**src/rtl/esc_tmo_pkg.sv**
```systemverilog
package esc_tmo_pkg;
  localparam int CFG_W     = 32;
  localparam int DIV_W     = 8;
  localparam int CNT_W     = 16;
  localparam int NUM_WATCH = 3;
  // field positions inside the configuration words
  localparam int ESC_DIV_LSB = 0;
  localparam int TMO_DIV_LSB = DIV_W;
  localparam int TX_LIM_LSB  = CNT_W;
  localparam int RX_LIM_LSB  = 0;
  // watcher slots in err_flags
  localparam int IDX_TX  = 0;
  localparam int IDX_RX  = 1;
  localparam int IDX_BTA = 2;
endpackage

```
**src/rtl/tick_divider.sv**
```systemverilog
module tick_divider #(
  parameter int W = 8
) (
  input  logic         clk,
  input  logic         rst_n,
  input  logic         load,
  input  logic [W-1:0] div_in,
  output logic         tick
);
  logic [W-1:0] div_q, div_d;
  logic [W-1:0] cnt_q, cnt_d;
  logic         run;

  assign run  = (div_q > {{(W-1){1'b0}}, 1'b1});
  assign tick = run && (cnt_q == div_q - {{(W-1){1'b0}}, 1'b1});

  always_comb begin
    div_d = load ? div_in : div_q;
    if (load || !run || tick) cnt_d = '0;
    else                      cnt_d = cnt_q + {{(W-1){1'b0}}, 1'b1};
  end

  always_ff @(posedge clk or negedge rst_n) begin
    if (!rst_n) begin
      div_q <= '0;
      cnt_q <= '0;
    end else begin
      div_q <= div_d;
      cnt_q <= cnt_d;
    end
  end
endmodule

```
**src/rtl/timeout_watch.sv**
```systemverilog
module timeout_watch #(
  parameter int W = 16
) (
  input  logic         clk,
  input  logic         rst_n,
  input  logic         load,
  input  logic [W-1:0] limit_in,
  input  logic         tick,
  input  logic         active,
  input  logic         clr,
  output logic         err
);
  logic [W-1:0] lim_q, lim_d;
  logic [W-1:0] cnt_q, cnt_d;
  logic         err_q, err_d;
  logic [W:0]   cnt_inc;
  logic         armed, expire;

  assign armed   = (lim_q != '0);
  assign cnt_inc = {1'b0, cnt_q} + {{W{1'b0}}, 1'b1};
  assign expire  = active && armed && tick && (cnt_inc >= {1'b0, lim_q});

  always_comb begin
    lim_d = load ? limit_in : lim_q;
    if (!active || expire) cnt_d = '0;
    else if (tick && armed) cnt_d = cnt_inc[W-1:0];
    else                    cnt_d = cnt_q;
    err_d = expire | (err_q & ~clr);
  end

  always_ff @(posedge clk or negedge rst_n) begin
    if (!rst_n) begin
      lim_q <= '0;
      cnt_q <= '0;
      err_q <= 1'b0;
    end else begin
      lim_q <= lim_d;
      cnt_q <= cnt_d;
      err_q <= err_d;
    end
  end

  assign err = err_q;
endmodule

```
**src/rtl/esc_tmo_unit.sv**
```systemverilog
module esc_tmo_unit
  import esc_tmo_pkg::*;
(
  input  logic                 clk,
  input  logic                 rst_n,
  input  logic                 clk_cfg_we,
  input  logic [CFG_W-1:0]     clk_cfg_wdata,
  input  logic                 tmo_cfg_we,
  input  logic [CFG_W-1:0]     tmo_cfg_wdata,
  input  logic                 bta_cfg_we,
  input  logic [CNT_W-1:0]     bta_cfg_wdata,
  input  logic                 hs_tx_busy,
  input  logic                 lp_rx_busy,
  input  logic                 bta_busy,
  input  logic                 err_clr_we,
  input  logic [NUM_WATCH-1:0] err_clr,
  output logic                 esc_tick,
  output logic                 tmo_tick,
  output logic [NUM_WATCH-1:0] err_flags
);
  // reset: asserted asynchronously, released after two clean edges
  logic [1:0] rst_sync_q;
  logic       rst_int_n;
  always_ff @(posedge clk or negedge rst_n) begin
    if (!rst_n) rst_sync_q <= 2'b00;
    else        rst_sync_q <= {rst_sync_q[0], 1'b1};
  end
  assign rst_int_n = rst_sync_q[1];

  logic unused_cfg_hi;
  assign unused_cfg_hi = ^clk_cfg_wdata[CFG_W-1:2*DIV_W];

  tick_divider #(.W(DIV_W)) u_esc_div (
    .clk(clk), .rst_n(rst_int_n), .load(clk_cfg_we),
    .div_in(clk_cfg_wdata[ESC_DIV_LSB +: DIV_W]), .tick(esc_tick));

  tick_divider #(.W(DIV_W)) u_tmo_div (
    .clk(clk), .rst_n(rst_int_n), .load(clk_cfg_we),
    .div_in(clk_cfg_wdata[TMO_DIV_LSB +: DIV_W]), .tick(tmo_tick));

  logic [NUM_WATCH-1:0][CNT_W-1:0] lim_in;
  logic [NUM_WATCH-1:0]            lim_ld;
  logic [NUM_WATCH-1:0]            act;
  logic [NUM_WATCH-1:0]            clr_vec;

  assign lim_in[IDX_TX]  = tmo_cfg_wdata[TX_LIM_LSB +: CNT_W];
  assign lim_in[IDX_RX]  = tmo_cfg_wdata[RX_LIM_LSB +: CNT_W];
  assign lim_in[IDX_BTA] = bta_cfg_wdata;
  assign lim_ld[IDX_TX]  = tmo_cfg_we;
  assign lim_ld[IDX_RX]  = tmo_cfg_we;
  assign lim_ld[IDX_BTA] = bta_cfg_we;
  assign act[IDX_TX]     = hs_tx_busy;
  assign act[IDX_RX]     = lp_rx_busy;
  assign act[IDX_BTA]    = bta_busy;
  assign clr_vec         = err_clr_we ? err_clr : '0;

  for (genvar g = 0; g < NUM_WATCH; g++) begin : g_watch
    timeout_watch #(.W(CNT_W)) u_watch (
      .clk(clk), .rst_n(rst_int_n), .load(lim_ld[g]), .limit_in(lim_in[g]),
      .tick(tmo_tick), .active(act[g]), .clr(clr_vec[g]), .err(err_flags[g]));
  end
endmodule

```
**config.mk**
```make
export PLATFORM = sky130hd
export DESIGN_NAME = esc_tmo_unit
export DESIGN_NICKNAME = d
export VERILOG_FILES = /design/src/rtl/esc_tmo_pkg.sv /design/src/rtl/tick_divider.sv /design/src/rtl/timeout_watch.sv /design/src/rtl/esc_tmo_unit.sv
export SDC_FILE = /design/constraint.sdc
export NUM_CORES = 1
export LEC_CHECK = 0
export BUFFER_PORTS_ARGS = -buffer_cell sky130_fd_sc_hd__buf_4
export CAP_MARGIN = 20
export CORE_ASPECT_RATIO = 0.6
export CORE_UTILIZATION = 64
export DETAILED_ROUTE_END_ITERATION = 8
export MAX_ROUTING_LAYER = met4
export PLACE_DENSITY = 0.87
export SYNTH_ARGS = -nofsm -noshare
export SYNTH_HDL_FRONTEND = slang
export SYNTH_SLANG_ARGS = --single-unit
```
**constraint.sdc**
```tcl
create_clock -name clk -period 11.2 [get_ports clk]
set_input_delay 0.56 -clock clk [delete_from_list [all_inputs] [get_ports clk]]
set_output_delay 0.56 -clock clk [all_outputs]
set_load 0.01 [all_outputs]
```
Yosys cells after proc, flatten, opt, wreduce, memory -nomap -nowiden --
Cells that the tools add are included.
Word-level totals: flip-flop bits (word level) 133, word-level logic and storage cells 78, memories kept 0, output and inout bits 5, latch bits 0, bits in writable memories 0, bits in read-only memories 0
Cells by class: $lt $le $gt $ge 5, bitwise gates (word level) 9, mux-type cells 9, shifts and indexed selects 0, multipliers 0, div/mod/pow operators 0, add/subtract/negate cells 7, reductions and logical operators 32, eq/ne operators 2
Operator list (count):
- $mux 16 | 6
- $add 16x1->17 const B | 3
- $ge 17x16->1 | 3
- $reduce_bool 16->1 | 3
- $add 8x1->8 const B | 2
- $eq 8x8->1 | 2
- $gt 8x1->1 const B | 2
- $mux 8 | 2
- $sub 8x1->8 const B | 2
- $logic_and 1x1->1 | 14
- $logic_or 1x1->1 | 7
- $reduce_bool 2->1 | 3
- $logic_not 1->1 | 5
- $and 1x1->1 | 3
- $mux 3 | 1
- $not 1->1 | 3
- $or 1x1->1 | 3

Depth between registers and ports, before layout --
Gate-level depths: netlist of the first run.
depth in word-level cells 7, mapped depth 15, mapped depth without buffers 13

By module --
Synthesis of the first run repeated with hierarchy kept, for this count alone.
Second synthesis, totals: cells, all modules 846, area, all modules 8037.7 um^2
Modules (own cells, without submodules):
- timeout_watch | times used 3, seq. area each 825.8 um^2, cells each 222, area an instance 2044.5 um^2
- tick_divider | times used 2, seq. area each 400.4 um^2, cells each 87, area an instance 915.9 um^2
- esc_tmo_unit | times used 1, seq. area each 50.0 um^2, cells each 6, area an instance 72.6 um^2

Worst setup path after synthesis of the first run --
No wires, ideal clock.
path type reg-to-reg, from register g_watch[1].u_watch.cnt_q[0], to register g_watch[1].u_watch.cnt_q[11], setup time 84 ps, setup slack 7765 ps, path buffers 2, required time 11116 ps, cell stages (with the launch flop) 16, arrival time 3351 ps, path through dfrtp_1 ha_1 nand3_1 or3_1 clkbuf_1 nor2_1 xor2_1 ha_1 a21oi_1 nor2_1 a211oi_1 o21ai_0 a221oi_1 buf_2 nand3_1 a21boi_0
Between the ends: longest elaborated chain between the ends 5
RTL lines:
- from (decl) | line timeout_watch.sv:14 | logic [W-1:0] cnt_q, cnt_d;
- from (signal assigned) | line timeout_watch.sv:38 | cnt_q <= cnt_d;
- $add 16x1->17 * | line timeout_watch.sv:20 | assign cnt_inc = {1'b0, cnt_q} + {{W{1'b0}}, 1'b1};
- $ge 17x16->1 | line timeout_watch.sv:21 | assign expire = active && armed && tick && (cnt_inc >= {1'b0, lim_q});
- $logic_and 1x1->1 | line timeout_watch.sv:21
- $logic_or 1x1->1 | line timeout_watch.sv:25 | if (!active || expire) cnt_d = '0;
- $mux 16 / $reduce_bool 2->1 (equally long branches)
Mark *: on every way between the ends. The rest lies on a longest branch, timed or not. The select of a mux whose other input is x is not followed. A chain may end at the register's enable or synchronous reset.

Worst setup path after layout of the first run --
from register g_watch[0].u_watch.cnt_q[0], to register g_watch[0].u_watch.cnt_q[11]
Between the ends: longest elaborated chain between the ends 5
RTL lines (line):
- from (decl) | timeout_watch.sv:14
- from (signal assigned) | timeout_watch.sv:38
- $add 16x1->17 * | timeout_watch.sv:20
- $ge 17x16->1 | timeout_watch.sv:21
- $logic_and 1x1->1 | timeout_watch.sv:21
- $logic_or 1x1->1 | timeout_watch.sv:25
- $mux 16 / $reduce_bool 2->1 (equally long branches)
Marked as above.

==> results of run 1 <==
## where the power goes
group          switching [mW]  leakage [nW]  internal (mW)  total (mW)
Sequential             0.0271          1.72          0.505       0.532
Combinational          0.0710          2.17         0.0572       0.128
Clock                   0.216         0.294          0.391       0.606
Total                   0.314          4.19          0.953        1.27
## stage by stage
step / total power, mW / setup slack (ns) / hold WS (ns) / area (um2)
global placement: 0.658 / 7.21 / 0.336 / 8700
floorplan: 0.616 / 7.22 / 0.264 / 8100
finish: 1.27 / 6.92 / 0.340 / 9350
CTS: 1.27 / 7.02 / 0.338 / 9350
detailed placement: 0.664 / 7.22 / 0.340 / 8700
global route: 1.31 / 6.71 / 0.352 / 9350
## layer usage
layer / up-vias / global-route usage / wire length [um]
met1: 3254 / 0.449 / 8990
li1: 3261 / - / -
met2: 277 / 0.450 / 8340
met5: - / - / 0
met4: 0 / 0.0722 / 200
met3: 20 / 0.0490 / 1240
## worst max-delay path, cell delays in order (launching register included)
cell and delay (ns):
dfrtp_1 0.46, ha_1 0.27, inv_1 0.11, nor4_1 0.52
nand2_1 0.13, xnor2_1 0.29, ha_1 0.33, a211oi_1 0.28
o211ai_1 0.13, and3b_1 0.19, a41oi_1 0.16, o311a_1 0.68
nand2_1 0.37, o22ai_1 0.26
## flip-flops by register name, summed over array words and instances (netlist names)
name	flops
u_tmo_div.cnt_q	8
u_esc_div.cnt_q	8
rst_sync_q	2
g_watch.u_watch.cnt_q	48
g_watch.u_watch.err	3
u_esc_div.div_q	8
u_tmo_div.div_q	8
g_watch.u_watch.lim_q	48
## worst max path at each step
stage                                             from                                       end  slack, ns  cells after the start
5_1_grt        g_watch[0].u_watch.cnt_q[0]$_DFFE_PN0P_  g_watch[0].u_watch.cnt_q[11]$_DFFE_PN0P_       6.71                     13
3_3_place_gp   g_watch[1].u_watch.cnt_q[0]$_DFFE_PN0P_  g_watch[1].u_watch.cnt_q[13]$_DFFE_PN0P_       7.21                     14
6_report       g_watch[0].u_watch.cnt_q[0]$_DFFE_PN0P_  g_watch[0].u_watch.cnt_q[11]$_DFFE_PN0P_       6.92                     13
3_5_place_dp   g_watch[1].u_watch.cnt_q[0]$_DFFE_PN0P_  g_watch[1].u_watch.cnt_q[13]$_DFFE_PN0P_       7.22                     14
2_1_floorplan                  rst_sync_q[1]$_DFF_PN0_   g_watch[0].u_watch.cnt_q[0]$_DFFE_PN0P_       7.22                      0
4_1_cts        g_watch[0].u_watch.cnt_q[0]$_DFFE_PN0P_  g_watch[0].u_watch.cnt_q[11]$_DFFE_PN0P_       7.02                     13
## area by class of cell
class	instances	area [um2]	share of cell area
sequential	133	3330	0.356
clock buffer	21	470	0.0503
tap	165	206	0.0221
inverter	57	214	0.0229
clock inverter	11	174	0.0186
timing repair buffer	83	626	0.0669
multi-input combinational	671	4330	0.463
## layout by cell type (no fill, tap or decap), drive strengths merged, types with 6 or more instances in the layout
| cell | n |
|---|---|
| a21boi | 30 |
| a21o | 6 |
| a21oi | 32 |
| and3 | 16 |
| buf | 82 |
| clkbuf | 21 |
| clkinvlp | 6 |
| dfrtp | 133 |
| ha | 57 |
| inv | 57 |
| mux2 | 15 |
| nand2 | 142 |
| nand3 | 60 |
| nand3b | 12 |
| nand4 | 12 |
| nor2 | 47 |
| nor3 | 10 |
| nor4 | 15 |
| o21ai | 64 |
| o22ai | 19 |
| or3 | 7 |
| or3b | 6 |
| xnor2 | 47 |
| xor2 | 26 |
## timing repair
action,in CTS,in global routing
endpoints found under the hold margin,2,0
resized for setup,0,0
hold buffers,1,0
## cells by family after synthesis
| family | Yosys count | synth area share |
|---|---|---|
| buffers and inverters | 97 | 0.0553 |
| muxes | 15 | 0.0208 |
| adders and majority gates | 57 | 0.0880 |
| and+or+nand+nor | 348 | 0.209 |
| other | 1 | 0.000463 |
| xor gates and xnor gates | 73 | 0.0789 |
| AOI/OAI and AO/OA | 177 | 0.137 |
| DFF | 133 | 0.411 |
==> run_results.csv, run 1 <==
group,metric,value,unit
pwr,powerDensity,135,nW/um2
grt,grt_pass1_vias,6255,
timing,finalSetupViolCount,0,
yosys,synth_ff_type,"dfrtp_1",
critical_path,rrSetupSlack,6.92,ns
yosys,ys_seq_elements,133,
critical_path,cp-end-kind,"register",
critical_path,r2r_start,"g_watch[0].u_watch.cnt_q[0]$_DFFE_PN0P_",
grt,antenna_found_initial,0,
grt,overflow,0,
yosys,synth-warning-count,0,
timing,rsz0062_at_grt,"no",
yosys,async_flop_share,1.00,
grt,grt_max_degree,75,
min_path,min_path_cells,3,
detailed_routing,drc,0,
grt,grt_usage,0.308,
floorplanning,rows,31,
min_path,hold-path-endpoint,"g_watch[0].u_watch.lim_q[8]$_DFFE_PN0P_",
yosys,synth.avg_cell_area,8.99,um2
job,cap_violations,0,
timing,tightest_slew,0.901,ns
cells_and_area,drive_above_1_share,0.149,
placed_design,routabilityCongestion,0.880,
clock_tree,cts_tree,"done",
critical_path,reg2reg_to,"g_watch[0].u_watch.cnt_q[11]$_DFFE_PN0P_",
cells_and_area,finalNetCount,1112,
detailed_routing,detail-route-antenna-nets,0,
floorplanning,die_h,89.2,um
clock_tree,cts_made_buffers,17,
placed_design,io_buffers,80,
cells_and_area,final_cell_count_no_fill,1141,
cells_and_area,fill_cells,862,
detailed_routing,via_count,6812,
critical_path,arrival,4.61,ns
yosys,yosysTopAreaCell,"dfrtp_1",
outcome,status,"finished, final reports clean",
yosys,synth_cell_type_count,58,
min_path,hold_path.class,"input pin to register",
yosys,syn_inst,901,
timing,hold_viol,0,
clock_tree,clk_path_buf_depth,2,
clock_tree,cts.sinks,133,
floorplanning,dieArea,13100,um2
detailed_routing,wl_per_cell,16.4,um
yosys,synth_edf_count,0,
floorplanning,io_pins,97,
yosys,synthTopCellsByArea,"dfrtp_1 41%, ha_1 8.8%, nand2_1 6.6%, xnor2_1 5.1%, o21ai_0 4.0%",
detailed_routing,wl,18.8,mm
floorplanning,floorplan.initialDensity,0.665,
timing,skew,0.00949,ns
detailed_routing,drt_iter0_markers,810,
yosys,synth_area,8100,um2
grt,grt_pass1_wl,30.8,mm
floorplanning,core-area,12200,um2
clock_tree,path_clk_slew,0.06,ns
clock_tree,htree_levels,4,
timing,fin_tns_setup,0,ns
cells_and_area,antenna_cells,0,
timing,min_period,4.28,ns
yosys,synth_most_common_cell,"nand2_1",
yosys,synth-seq-area-share,0.411,
timing,finalMaxSlewViolations,0,
cells_and_area,area_growth,15.4,%
placed_design,post-dp-hpwl,12.8,mm
yosys,netlist_top_cells_count,"142 x nand2_1, 133 x dfrtp_1, 64 x o21ai_0, 60 x nand3_1",
placed_design,dp.cells,1108,
yosys,syn-num-nets,1050,
detailed_routing,routed_via_density,5.97,
timing,period_share,0.382,
critical_path,required,11.53,ns
critical_path,path_class,"register to register",
clock_tree,worstSkewPairLatency,0.42,ns
detailed_routing,firstDrtPassIters,5,
clock_tree,cts_root_buf,"clkbuf_16",
timing,max_freq,234,MHz
pwr,cellLeakagePower,4.19,nW
floorplanning,die_w,147,um
pwr,vdd_drop_max,0.000105,V
critical_path,reg2reg_depth,13,
timing,slew_headroom,0.399,
min_path,hp-start,"tmo_cfg_wdata[24]",
critical_path,worstPathMaxFanout,18,
critical_path,critPathLaunchType,"register",
clock_tree,cts_setup_buffers,0,
cells_and_area,utilization,0.768,
yosys,synth_top_area_share,0.411,
Note: power is estimated with default switching activity, not from simulation.
==> run 2: changes to the inputs <==
--- a/config.mk
+++ b/config.mk
@@ -5,13 +5,14 @@
 export SDC_FILE = /design/constraint.sdc
 export NUM_CORES = 1
 export LEC_CHECK = 0
+export ABC_AREA = 1
 export BUFFER_PORTS_ARGS = -buffer_cell sky130_fd_sc_hd__buf_4
 export CAP_MARGIN = 20
 export CORE_ASPECT_RATIO = 0.6
-export CORE_UTILIZATION = 64
+export CORE_UTILIZATION = 54
 export DETAILED_ROUTE_END_ITERATION = 8
 export MAX_ROUTING_LAYER = met4
-export PLACE_DENSITY = 0.87
+export PLACE_DENSITY = 0.78
 export SYNTH_ARGS = -nofsm -noshare
 export SYNTH_HDL_FRONTEND = slang
 export SYNTH_SLANG_ARGS = --single-unit
==> constraint.sdc (replaced) <==
create_clock -name clk -period 3.93 [get_ports clk]
set_input_delay 0.1965 -clock clk [delete_from_list [all_inputs] [get_ports clk]]
set_output_delay 0.1965 -clock clk [all_outputs]
set_load 0.01 [all_outputs]
==> run 2 against run 1 <==
Clock skew barely moved. Core utilization fell by 8.7 points. Synthesized cell count rose by 18%. Sequential share of layout area fell by 2.5 points. Fmax rose by 25%. Area after synthesis rose by 2.7%. Wire length rose by 3.6%. Sequential cell count did not move. Critical path type unchanged. Critical endpoint is now g_watch[0].u_watch.cnt_q[0]$_DFFE_PN0P_. Largest cell class unchanged.
==> run_results.csv, run 2 <==
group,metric,value,unit
min_path,hold_path.class,"input pin to register",
clock_tree,worstSkewPairLatency,0.42,ns
cells_and_area,finalNetCount,1332,
clock_tree,cts.sinks,133,
timing,max_freq,292,MHz
timing,hold_ws,0.00641,ns
detailed_routing,met1_length,10.2,mm
yosys,async_flop_share,1.00,
yosys,synth_edf_count,0,
timing,finalMaxSlewViolations,0,
critical_path,arrival,3.72,ns
grt,overflow,0,
floorplanning,die_h,98.2,um
cells_and_area,antenna_cells,0,
detailed_routing,wl_per_cell,14.0,um
critical_path,required,4.23,ns
outcome,status,"finished, final reports clean",
floorplanning,floorplan.initialDensity,0.564,
pwr,vdd_drop_max,0.000264,V
critical_path,reg2reg_depth,19,
detailed_routing,wl,19.4,mm
grt,grt_pass1_vias,6938,
yosys,yosysTopAreaCell,"dfrtp_1",
yosys,synthTopCellsByArea,"dfrtp_1 40%, nand2_1 13%, ha_1 8.6%, inv_1 6.5%, nand3_1 4.9%",
yosys,synth-warning-count,0,
detailed_routing,via_count,7254,
cells_and_area,final_cell_mix,"285 x nand2_1, 145 x inv_1, 132 x dfrtp_1, 83 x buf_4, 82 x nand3_1",
yosys,netlist_top_cells_count,"285 x nand2_1, 145 x inv_1, 133 x dfrtp_1, 82 x nand3_1, 64 x nor2_1",
critical_path,path_class,"register to register",
detailed_routing,drt_iter0_markers,497,
detailed_routing,routed_via_density,5.21,
detailed_routing,route.met2.wl,7.95,mm
cells_and_area,top_regs,"g_watch.u_watch.cnt_q: 48 flops, g_watch.u_watch.lim_q: 48 flops",
placed_design,io_buffers,80,
yosys,ys_seq_elements,133,
clock_tree,cts_tree,"done",
critical_path,critPathLaunchType,"register",
timing,slew_headroom,0.380,
critical_path,worstPathCellList,"ha_1 -> nand3_1 -> nor3_2 -> nand3b_1 -> nor2_1 -> xor2_1 -> inv_1 -> ha_1 -> nand2_1 -> inv_1 -> nand3_1 -> nor2_1 -> nand2_1 -> nand3_1 -> nand2_1 -> nand2_1 -> nand2_1 -> nand4_1 -> nand2_1",
yosys,syn-num-nets,1213,
critical_path,crit_path_top_delay_cell,"dfrtp_1",
timing,finalSetupViolCount,0,
floorplanning,rows,34,
clock_tree,cts_root_buf,"clkbuf_16",
grt,grt_usage,0.271,
floorplanning,die_w,162,um
clock_tree,htree_levels,4,
min_path,min_path_cells,3,
floorplanning,core-area,14800,um2
timing,tightest_slew,0.929,ns
timing,hold_viol,0,
critical_path,worstPathMaxFanout,17,
yosys,synth_top_area_share,0.400,
clock_tree,cts_made_buffers,17,
pwr,powerDensity,342,nW/um2
detailed_routing,firstDrtPassIters,5,
cells_and_area,layout_commonest_cell,"nand2_1",
yosys,synth_most_common_cell,"nand2_1",
cells_and_area,drive_above_1_share,0.133,
yosys,synth-seq-area-share,0.400,
timing,skew,0.00994,ns
job,cap_violations,0,
yosys,synth.avg_cell_area,7.82,um2
yosys,synth_area,8320,um2
yosys,synth_ff_type,"dfrtp_1",
detailed_routing,maxUsedRoutingLayer,"met4",
floorplanning,io_pins,97,
grt,grt_max_degree,73,
grt,grt_pass1_wl,33.1,mm
critical_path,path_common_cell,"nand2_1",
critical_path,cp-end-kind,"register",
critical_path,max_stage_delay,0.43,ns
cells_and_area,area_growth,20.7,%
clock_tree,cts_setup_buffers,0,
clock_tree,path_clk_slew,0.06,ns
yosys,synth_cell_type_count,45,
yosys,syn_inst,1064,
detailed_routing,drc,0,
pwr,cellLeakagePower,5.35,nW
detailed_routing,detail-route-antenna-nets,0,
floorplanning,dieArea,15900,um2
timing,period_share,0.871,
timing,fin_tns_setup,0,ns
timing,min_period,3.42,ns
placed_design,routabilityCongestion,0.875,
placed_design,post-dp-hpwl,13.9,mm
clock_tree,clk_path_buf_depth,2,
grt,antenna_found_initial,0,
detailed_routing,wl_met3,1.09,mm
timing,rsz0062_at_grt,"no",
## run 2: cell count changes in the layout (fill, tap and decap cells not counted), moves of 9 or more
cell / change
inv_1: +88
a21boi_0: -27
xor2_1: +13
xnor2_1: -27
nor2_1: +18
and3_1: -14
nand4_1: +29
dlygate4sd3_1: +44
o22ai_1: -19
mux2_2: -12
nand2_1: +143
a21oi_1: -9
nand3b_1: -10
nand3_1: +22
## run 2: stage by stage
stage          power, mW  instance area (um2)  worst slack, ns  cells   util
4_1_cts             3.45                10000            0.563   1392  0.680
3_5_place_dp        1.91                 9030            0.573   1317  0.612
2_1_floorplan       1.77                 8330             1.17   1064      -
6_report            3.43                10000            0.506   1393  0.680
5_1_grt             3.58                10000            0.220   1393  0.680
3_3_place_gp        1.89                 9030            0.711   1317  0.612
## run 2: final cells by class
cell class                 count  area [um2]
clock buffer                  19         453
timing repair buffer         128        1070
inverter                     151         569
fill                        1194        4720
tap                          198         248
sequential                   133        3330
multi-input combinational    752        4260
clock inverter                12         106
## run 2: power breakdown
part           switching, mW  internal (mW)  total (mW)
clock                  0.611          0.899        1.51
combinational          0.240          0.186       0.426
sequential            0.0597           1.44        1.50
total                  0.910           2.52        3.43
## run 2: layer usage
metal,vias to the layer above,global-route usage
met5,-,-
met4,0,0.0588
met3,22,0.0514
met2,224,0.382
met1,3342,0.399
li1,3666,-
## run 2: kinds of logic (layout without fill, tap and decap cells)
group	count (synthesis)	after routing	synth area share
buf+inv	179	310	0.0881
fa+ha+maj	57	57	0.0857
other cells	1	1	0.000450
flops	133	133	0.400
mux	3	3	0.00406
xor+xnor	59	59	0.0621
simple gates	538	538	0.298
compound gates	94	94	0.0616
## run 2: final timing paths
kind / startpoint / end / slack [ns]
max: g_watch[0].u_watch.cnt_q[0]$_DFFE_PN0P_ / g_watch[0].u_watch.cnt_q[0]$_DFFE_PN0P_ / 0.51
min: clk_cfg_wdata[12] / u_tmo_div.div_q[4]$_DFFE_PN0P_ / 0.006
max reg2reg: g_watch[0].u_watch.cnt_q[0]$_DFFE_PN0P_ / g_watch[0].u_watch.cnt_q[0]$_DFFE_PN0P_ / 0.51
min reg2reg: rst_sync_q[0]$_DFF_PN0_ / rst_sync_q[1]$_DFF_PN0_ / 0.36
max in group asynchronous: rst_sync_q[1]$_DFF_PN0_ / g_watch[1].u_watch.cnt_q[6]$_DFFE_PN0P_ / 2.46
min in group asynchronous: rst_n / rst_sync_q[1]$_DFF_PN0_ / 0.10
## run 2: worst max-delay path: cells and delay by family, from the launching register on
family	cells	cell delay [ns]
simple gates	14	2.05
fa+ha+maj	2	0.51
flops	1	0.43
xor+xnor	1	0.17
buf+inv	2	0.15
## run 2: what timing repair did
| action | 4_1_cts | 5_1_grt |
|---|---|---|
| setup endpoints to repair | 0 | 0 |
| gates resized for setup | 0 | 0 |
| hold buffers | 44 | 1 |
| endpoints found under the hold margin | 45 | 1 |
